<file path="src/rtl/spi_dor_pkg.sv">
package spi_dor_pkg;
  typedef enum logic [2:0] {
    PH_OPC   = 3'd0,
    PH_ADDR  = 3'd1,
    PH_DUMMY = 3'd2,
    PH_DATA  = 3'd3,
    PH_SKIP  = 3'd4
  } phase_t;
endpackage

</file>
<file path="src/rtl/spi_dor_sync.sv">
module spi_dor_sync #(
  parameter int W = 3,
  parameter int STAGES = 2,
  parameter logic [W-1:0] RST_VAL = '0
) (
  input  logic         clk,
  input  logic         rst,
  input  logic [W-1:0] d,
  output logic [W-1:0] q
);
  logic [W-1:0] chain [STAGES];

  generate
    for (genvar s = 0; s < STAGES; s++) begin : g_stage
      always_ff @(posedge clk) begin
        if (rst) chain[s] <= RST_VAL;
        else if (s == 0) chain[s] <= d;
        else chain[s] <= chain[(s == 0) ? 0 : s - 1];
      end
    end
  endgenerate

  assign q = chain[STAGES-1];
endmodule

</file>
<file path="src/rtl/spi_dor_cmd.sv">
module spi_dor_cmd
  import spi_dor_pkg::*;
#(
  parameter int ADDR_W = 24,
  parameter logic [7:0] OPCODE = 8'h3B,
  parameter int DUMMY_CLKS = 8
) (
  input  logic              clk,
  input  logic              rst,
  input  logic              cs_idle,
  input  logic              rise,
  input  logic              si,
  output phase_t            phase,
  output logic              addr_load,
  output logic [ADDR_W-1:0] addr
);
  localparam int CNT_W = $clog2(ADDR_W + DUMMY_CLKS + 9);

  logic [CNT_W-1:0]  cnt;
  logic [ADDR_W-1:0] sh;

  always_ff @(posedge clk) begin
    if (rst || cs_idle) begin
      phase     <= PH_OPC;
      cnt       <= '0;
      sh        <= '0;
      addr_load <= 1'b0;
    end else begin
      addr_load <= 1'b0;
      if (rise) begin
        case (phase)
          PH_OPC: begin
            sh <= {sh[ADDR_W-2:0], si};
            if (cnt == CNT_W'(7)) begin
              cnt   <= '0;
              phase <= ({sh[6:0], si} == OPCODE) ? PH_ADDR : PH_SKIP;
            end else begin
              cnt <= cnt + CNT_W'(1);
            end
          end
          PH_ADDR: begin
            sh <= {sh[ADDR_W-2:0], si};
            if (cnt == CNT_W'(ADDR_W - 1)) begin
              cnt       <= '0;
              addr_load <= 1'b1;
              phase     <= (DUMMY_CLKS == 0) ? PH_DATA : PH_DUMMY;
            end else begin
              cnt <= cnt + CNT_W'(1);
            end
          end
          PH_DUMMY: begin
            if (cnt == CNT_W'(DUMMY_CLKS - 1)) begin
              cnt   <= '0;
              phase <= PH_DATA;
            end else begin
              cnt <= cnt + CNT_W'(1);
            end
          end
          default: ;
        endcase
      end
    end
  end

  assign addr = sh;

  // phase advances only on a sampled rising edge
  a_r1_phase_on_rise: assert property (@(posedge clk) disable iff (rst)
    (!rise && !cs_idle) |=> $stable(phase));

  // an unknown command stays ignored until chip-select rises
  a_r9_skip_sticky: assert property (@(posedge clk) disable iff (rst)
    (phase == PH_SKIP && !cs_idle) |=> (phase == PH_SKIP));
endmodule

</file>
<file path="src/rtl/spi_dor_out.sv">
module spi_dor_out #(
  parameter int ADDR_W = 24,
  parameter int BYTE_W = 8
) (
  input  logic              clk,
  input  logic              rst,
  input  logic              cs_idle,
  input  logic              fall,
  input  logic              in_data,
  input  logic              addr_load,
  input  logic [ADDR_W-1:0] addr,
  output logic              rd_en,
  output logic [ADDR_W-1:0] rd_addr,
  input  logic [BYTE_W-1:0] rd_data,
  output logic              io0,
  output logic              io1,
  output logic              oe0,
  output logic              oe1
);
  localparam int SLOTS  = BYTE_W / 2;
  localparam int SLOT_W = (SLOTS > 1) ? $clog2(SLOTS) : 1;

  logic [SLOT_W-1:0] slot;
  logic [ADDR_W-1:0] nxt;
  logic [BYTE_W-1:0] nbuf;
  logic [BYTE_W-1:0] sh;
  logic              rd_q;

  always_ff @(posedge clk) begin
    if (rst) begin
      slot <= '0; nxt <= '0; nbuf <= '0; sh <= '0; rd_q <= 1'b0;
      rd_en <= 1'b0; rd_addr <= '0;
      io0 <= 1'b0; io1 <= 1'b0; oe0 <= 1'b0; oe1 <= 1'b0;
    end else begin
      rd_en <= 1'b0;
      rd_q  <= rd_en;
      if (rd_q) nbuf <= rd_data;
      if (cs_idle) begin
        oe0  <= 1'b0;
        oe1  <= 1'b0;
        slot <= '0;
      end else if (addr_load) begin
        rd_en   <= 1'b1;
        rd_addr <= addr;
        nxt     <= addr + ADDR_W'(1);
        slot    <= '0;
      end else if (in_data && fall) begin
        oe0  <= 1'b1;
        oe1  <= 1'b1;
        slot <= (slot == SLOT_W'(SLOTS - 1)) ? '0 : slot + SLOT_W'(1);
        if (slot == '0) begin
          io1     <= nbuf[BYTE_W-1];
          io0     <= nbuf[BYTE_W-2];
          sh      <= {nbuf[BYTE_W-3:0], 2'b00};
          rd_en   <= 1'b1;
          rd_addr <= nxt;
          nxt     <= nxt + ADDR_W'(1);
        end else begin
          io1 <= sh[BYTE_W-1];
          io0 <= sh[BYTE_W-2];
          sh  <= {sh[BYTE_W-3:0], 2'b00};
        end
      end
    end
  end

  // output values move only after a falling edge
  a_r5_change_on_fall: assert property (@(posedge clk) disable iff (rst)
    !fall |=> ($stable(io0) && $stable(io1)));

  // releasing chip-select drops both drivers
  a_r7_release: assert property (@(posedge clk) disable iff (rst)
    cs_idle |=> (!oe0 && !oe1));
endmodule

</file>
<file path="src/rtl/spi_dual_read_slave.sv">
module spi_dual_read_slave
  import spi_dor_pkg::*;
#(
  parameter int ADDR_W = 24,
  parameter int BYTE_W = 8,
  parameter logic [7:0] OPCODE = 8'h3B,
  parameter int DUMMY_CLKS = 8,
  parameter int SYNC_STAGES = 2
) (
  input  logic              clk,
  input  logic              rst,
  input  logic              spi_cs_n,
  input  logic              spi_sck,
  input  logic              spi_io0_in,
  output logic              spi_io0_out,
  output logic              spi_io0_oe,
  output logic              spi_io1_out,
  output logic              spi_io1_oe,
  output logic              mem_rd_en,
  output logic [ADDR_W-1:0] mem_rd_addr,
  input  logic [BYTE_W-1:0] mem_rd_data
);
  logic [2:0]        pins_s;
  logic              cs_s, sck_s, si_s, sck_q;
  logic              rise, fall;
  phase_t            phase;
  logic              addr_load;
  logic [ADDR_W-1:0] addr;

  spi_dor_sync #(.W(3), .STAGES(SYNC_STAGES), .RST_VAL(3'b100)) u_sync (
    .clk(clk), .rst(rst),
    .d({spi_cs_n, spi_sck, spi_io0_in}),
    .q(pins_s)
  );

  assign cs_s  = pins_s[2];
  assign sck_s = pins_s[1];
  assign si_s  = pins_s[0];

  always_ff @(posedge clk) begin
    if (rst) sck_q <= 1'b0;
    else sck_q <= sck_s;
  end

  assign rise = sck_s & ~sck_q & ~cs_s;
  assign fall = ~sck_s & sck_q & ~cs_s;

  spi_dor_cmd #(.ADDR_W(ADDR_W), .OPCODE(OPCODE), .DUMMY_CLKS(DUMMY_CLKS)) u_cmd (
    .clk(clk), .rst(rst), .cs_idle(cs_s), .rise(rise), .si(si_s),
    .phase(phase), .addr_load(addr_load), .addr(addr)
  );

  spi_dor_out #(.ADDR_W(ADDR_W), .BYTE_W(BYTE_W)) u_out (
    .clk(clk), .rst(rst), .cs_idle(cs_s), .fall(fall),
    .in_data(phase == PH_DATA), .addr_load(addr_load), .addr(addr),
    .rd_en(mem_rd_en), .rd_addr(mem_rd_addr), .rd_data(mem_rd_data),
    .io0(spi_io0_out), .io1(spi_io1_out), .oe0(spi_io0_oe), .oe1(spi_io1_oe)
  );

  // lines stay undriven outside the data phase
  a_r3_hiz_outside_data: assert property (@(posedge clk) disable iff (rst)
    (phase != PH_DATA) |-> (!spi_io0_oe && !spi_io1_oe));

  // no memory access while ignoring a transaction
  a_r9_no_read_skip: assert property (@(posedge clk) disable iff (rst)
    (phase == PH_SKIP) |-> !mem_rd_en);
endmodule

</file>
<file path="config.mk">
export PLATFORM = sky130hd
export DESIGN_NAME = spi_dual_read_slave
export DESIGN_NICKNAME = d
export VERILOG_FILES = /design/src/rtl/spi_dor_pkg.sv /design/src/rtl/spi_dor_sync.sv /design/src/rtl/spi_dor_cmd.sv /design/src/rtl/spi_dor_out.sv /design/src/rtl/spi_dual_read_slave.sv
export SDC_FILE = /design/constraint.sdc
export NUM_CORES = 1
export LEC_CHECK = 0
export ABC_AREA = 1
export CAP_MARGIN = 5
export CORE_MARGIN = 4
export CORE_UTILIZATION = 60
export CTS_BUF_LIST = sky130_fd_sc_hd__clkbuf_8 sky130_fd_sc_hd__clkbuf_16
export DETAILED_ROUTE_END_ITERATION = 16
export PLACE_DENSITY = 0.87
export SLEW_MARGIN = 10
export SYNTH_ARGS = -nofsm -noshare
export SYNTH_HDL_FRONTEND = slang
export SYNTH_SLANG_ARGS = --single-unit
</file>
<file path="constraint.sdc">
create_clock -name clk -period 4.3 [get_ports clk]
set_clock_uncertainty 0.15 [all_clocks]
set_input_delay 0.86 -clock clk [delete_from_list [all_inputs] [get_ports clk]]
set_output_delay 0.86 -clock clk [all_outputs]
set_load 0.01 [all_outputs]
</file>
==> results.cfg <==
[yosys]
synth_seq_cells = 110
synth-edff-count = 0
synth_cell_types = 41
syn-cell-area_um2 = 5020
synthFlopType = dfxtp_1
yosysSeqAreaShare_pct = 43.9
synth.top_cell.area_share_pct = 43.9
async_reset_ff_share_pct = 0
synthesis.nets = 695
synth_top_cell_by_area = dfxtp_1
synthTopCellsByArea = dfxtp_1 (44%), nand2_1 (10%), a21oi_1 (6.4%)
synthCells = 678
avgSynthCellArea_um2 = 7.40
synth_warnings = 0

[hold_path]
hold_path.class = reg -> reg
holdCritStartpoint = u_sync.chain[0][0]$_SDFF_PP0_
hold_end = u_sync.chain[1][0]$_SDFF_PP0_
hold_depth = 2

[floorplan]
fp.dieH_um = 99.4
initial_core_util_pct = 61.4
row_count = 33
dieArea_um2 = 9890
die_w_um = 99.4
boundaryPins = 42
core_um2 = 8180

[power]
intPower_uw = 1340
clockPowerShare_pct = 38.5
switchingPower_uw = 374
seqPwrFrac_pct = 59.6
p_leak_uw = 0.00223
power_density_nw_per_um2 = 304
p_total_uw = 1720
irDropWorstVdd_uv = 176
switching_share_pct = 21.8
share_comb_of_total_power_pct = 1.9

[worst_setup_path]
reg2reg_slack_ns = 1.38
crit_path_start = u_cmd.addr_load$_SDFF_PP0_
cp_max_fo = 28
cp_slowest_stage_delay_ns = 0.86
cp-start-kind = flip-flop
r2r_cells = 7
r2r_start = u_cmd.addr_load$_SDFF_PP0_
path_class = reg -> reg
critical_path_required_ns = 4.46
path_cells = inv_2 > nand2_1 > nand3_2 > inv_1 > buf_4 > o21ai_0 > a31oi_1
r2r-end = u_out.rd_addr[4]$_SDFFE_PP0P_
cp-end-kind = flip-flop
critPathSlowestCell = dfxtp_1
worstPathArrival_ns = 3.08

[sta]
hold_viol_final = 0
rsz0062_at_grt = no
setup_viol_count_final = 0
post-route-period-util_pct = 67.9
setup_ws_ns = 1.38
maxSlewHeadroom_pct = 32.3
drv_slew = 0
finalSetupTns_ns = 0
fmax_ghz = 0.342
worstMarginPinSlew_ns = 1.01
fin_crit_ns = 2.92

[run_status]
status = completed

[drt]
drtAntennaViolNets = 0
drc = 0
drtPass1Iterations = 5
vias = 4551
drt_wl_total_um = 11500
drt_iter0_drc = 364
routedWlPerCell_um = 14.1
via_per_inst = 5.59

[layout]
drive_above_1_share_pct = 8.89
final_util_pct = 69.1
final_common_cell = nand2_1
syn_to_final_growth_pct = 12.6
antenna-diode-count = 0
fin_area_um2 = 5650
layout_common_cells = nand2_1 (133), dfxtp_1 (110), inv_1 (75), nor2_1 (66)
nets = 721

[clock_network]
cts_buffers = 9
clk_path_buf_depth = 2
cts_sinks = 110
htree_levels = 3
clk_latency_ns = 0.38
clock-root-buffer = clkbuf_8
postCtsResizedCells = 0
cts_tree = done
post-cts-setup-buffers = 0
hold_buffers = 0
path_clk_slew_ns = 0.10

[grt]
grt_max_degree = 41
antenna_found_initial = 0
grt_pass1_vias = 4271
track_usage_pct = 23.8
grt_pass1_wl_um = 19300
grt_overflow = 0

[placed_design]
pre_cts_slack_ns = 1.47
place_hpwl_um = 8010
numPortBuffers = 41
dpl-instance-area_um2 = 5430
place_congestion = 0.931

[flow_run]
maxCapViolCount = 0
-- through the flow --
step | std cells | hold slack (ns)
2_1_floorplan | 678 | 0.238
3_3_place_gp | 798 | 0.244
3_5_place_dp | 798 | 0.246
4_1_cts | 814 | 0.260
5_1_grt | 814 | 0.279
6_report | 814 | 0.259
-- cells in the mapped netlist (7+ instances only) --
| master | number |
|---|---|
| nor2_1 | 66 |
| nand2_2 | 10 |
| a31oi_1 | 7 |
| dfxtp_1 | 110 |
| nand2_1 | 133 |
| a211oi_1 | 7 |
| o21ai_2 | 8 |
| inv_1 | 75 |
| a21oi_1 | 64 |
| o21ai_1 | 7 |
| nand3_1 | 28 |
| clkbuf_1 | 16 |
| buf_2 | 11 |
| o21ai_0 | 64 |
-- state kept, by name, indices dropped and copies added (netlist names), 2 cells and up --
| register | count |
|---|---|
| u_sync.chain | 6 |
| u_out.nbuf | 8 |
| u_out.rd_addr | 24 |
| u_out.slot | 2 |
| u_out.nxt | 24 |
| u_out.sh | 6 |
| u_cmd.addr | 24 |
| u_cmd.cnt | 6 |
| u_cmd.phase | 3 |
-- layer usage --
layer	up-vias	part of all wire, %	routed length (um)	GRT usage (%)
met5	-	0	0	0
met4	0	1.5	169	6.62
met3	20	6.8	779	5.68
met2	171	48	5550	40.2
met1	2111	44	5020	30.3
li1	2249	-	-	-
-- kinds of logic (layout without fill, tap and decap cells) --
logic type	after synthesis	in the layout	synth area share (%)
adder cells (fa/ha/maj)	4	4	0.998
AND/OR/NAND/NOR	272	272	24.7
AO/OA/AOI/OAI	169	169	18.7
buffers and inverters	109	140	9.20
XOR/XNOR	8	8	1.40
multiplexers	6	6	1.20
flip-flops	110	110	43.9
-- how the worst max path moves through the flow --
stage / end / slack (ns)
finish: u_out.rd_addr[4]$_SDFFE_PP0P_ / 1.38
global route: u_out.rd_addr[13]$_SDFFE_PP0P_ / 1.16
CTS: u_out.rd_addr[4]$_SDFFE_PP0P_ / 1.41
detailed placement: u_out.rd_addr[6]$_SDFFE_PP0P_ / 1.47
global placement: u_out.rd_addr[8]$_SDFFE_PP0P_ / 1.51
floorplan: u_cmd.phase[0]$_SDFFE_PP0P_ / 2.28
-- worst max-delay path, delay by kind of cell, from the launching register on --
kind	cells	cell delay, ns
compound gates	2	0.35
buf+inv	3	1.24
flops	1	0.86
simple gates	2	0.25
-- layout make-up --
cell class / count / area [um2]
sequential: 110 / 2200
clock inverter: 5 / 66.3
clock buffer: 11 / 151
fill: 647 / 2530
inverter: 77 / 289
multi-input combinational: 459 / 2350
timing repair buffer: 47 / 455
tap: 105 / 131
-- power groups by stage --
stage	clock, uW	combinational, uW	sequential [uW]
3_5_place_dp	0	32.0	1050
4_1_cts	670	32.2	1020
3_3_place_gp	0	31.4	1050
5_1_grt	715	35.3	1020
2_1_floorplan	0	16.5	1050
6_report	661	32.2	1020
Power figures use the tool's default switching activity.
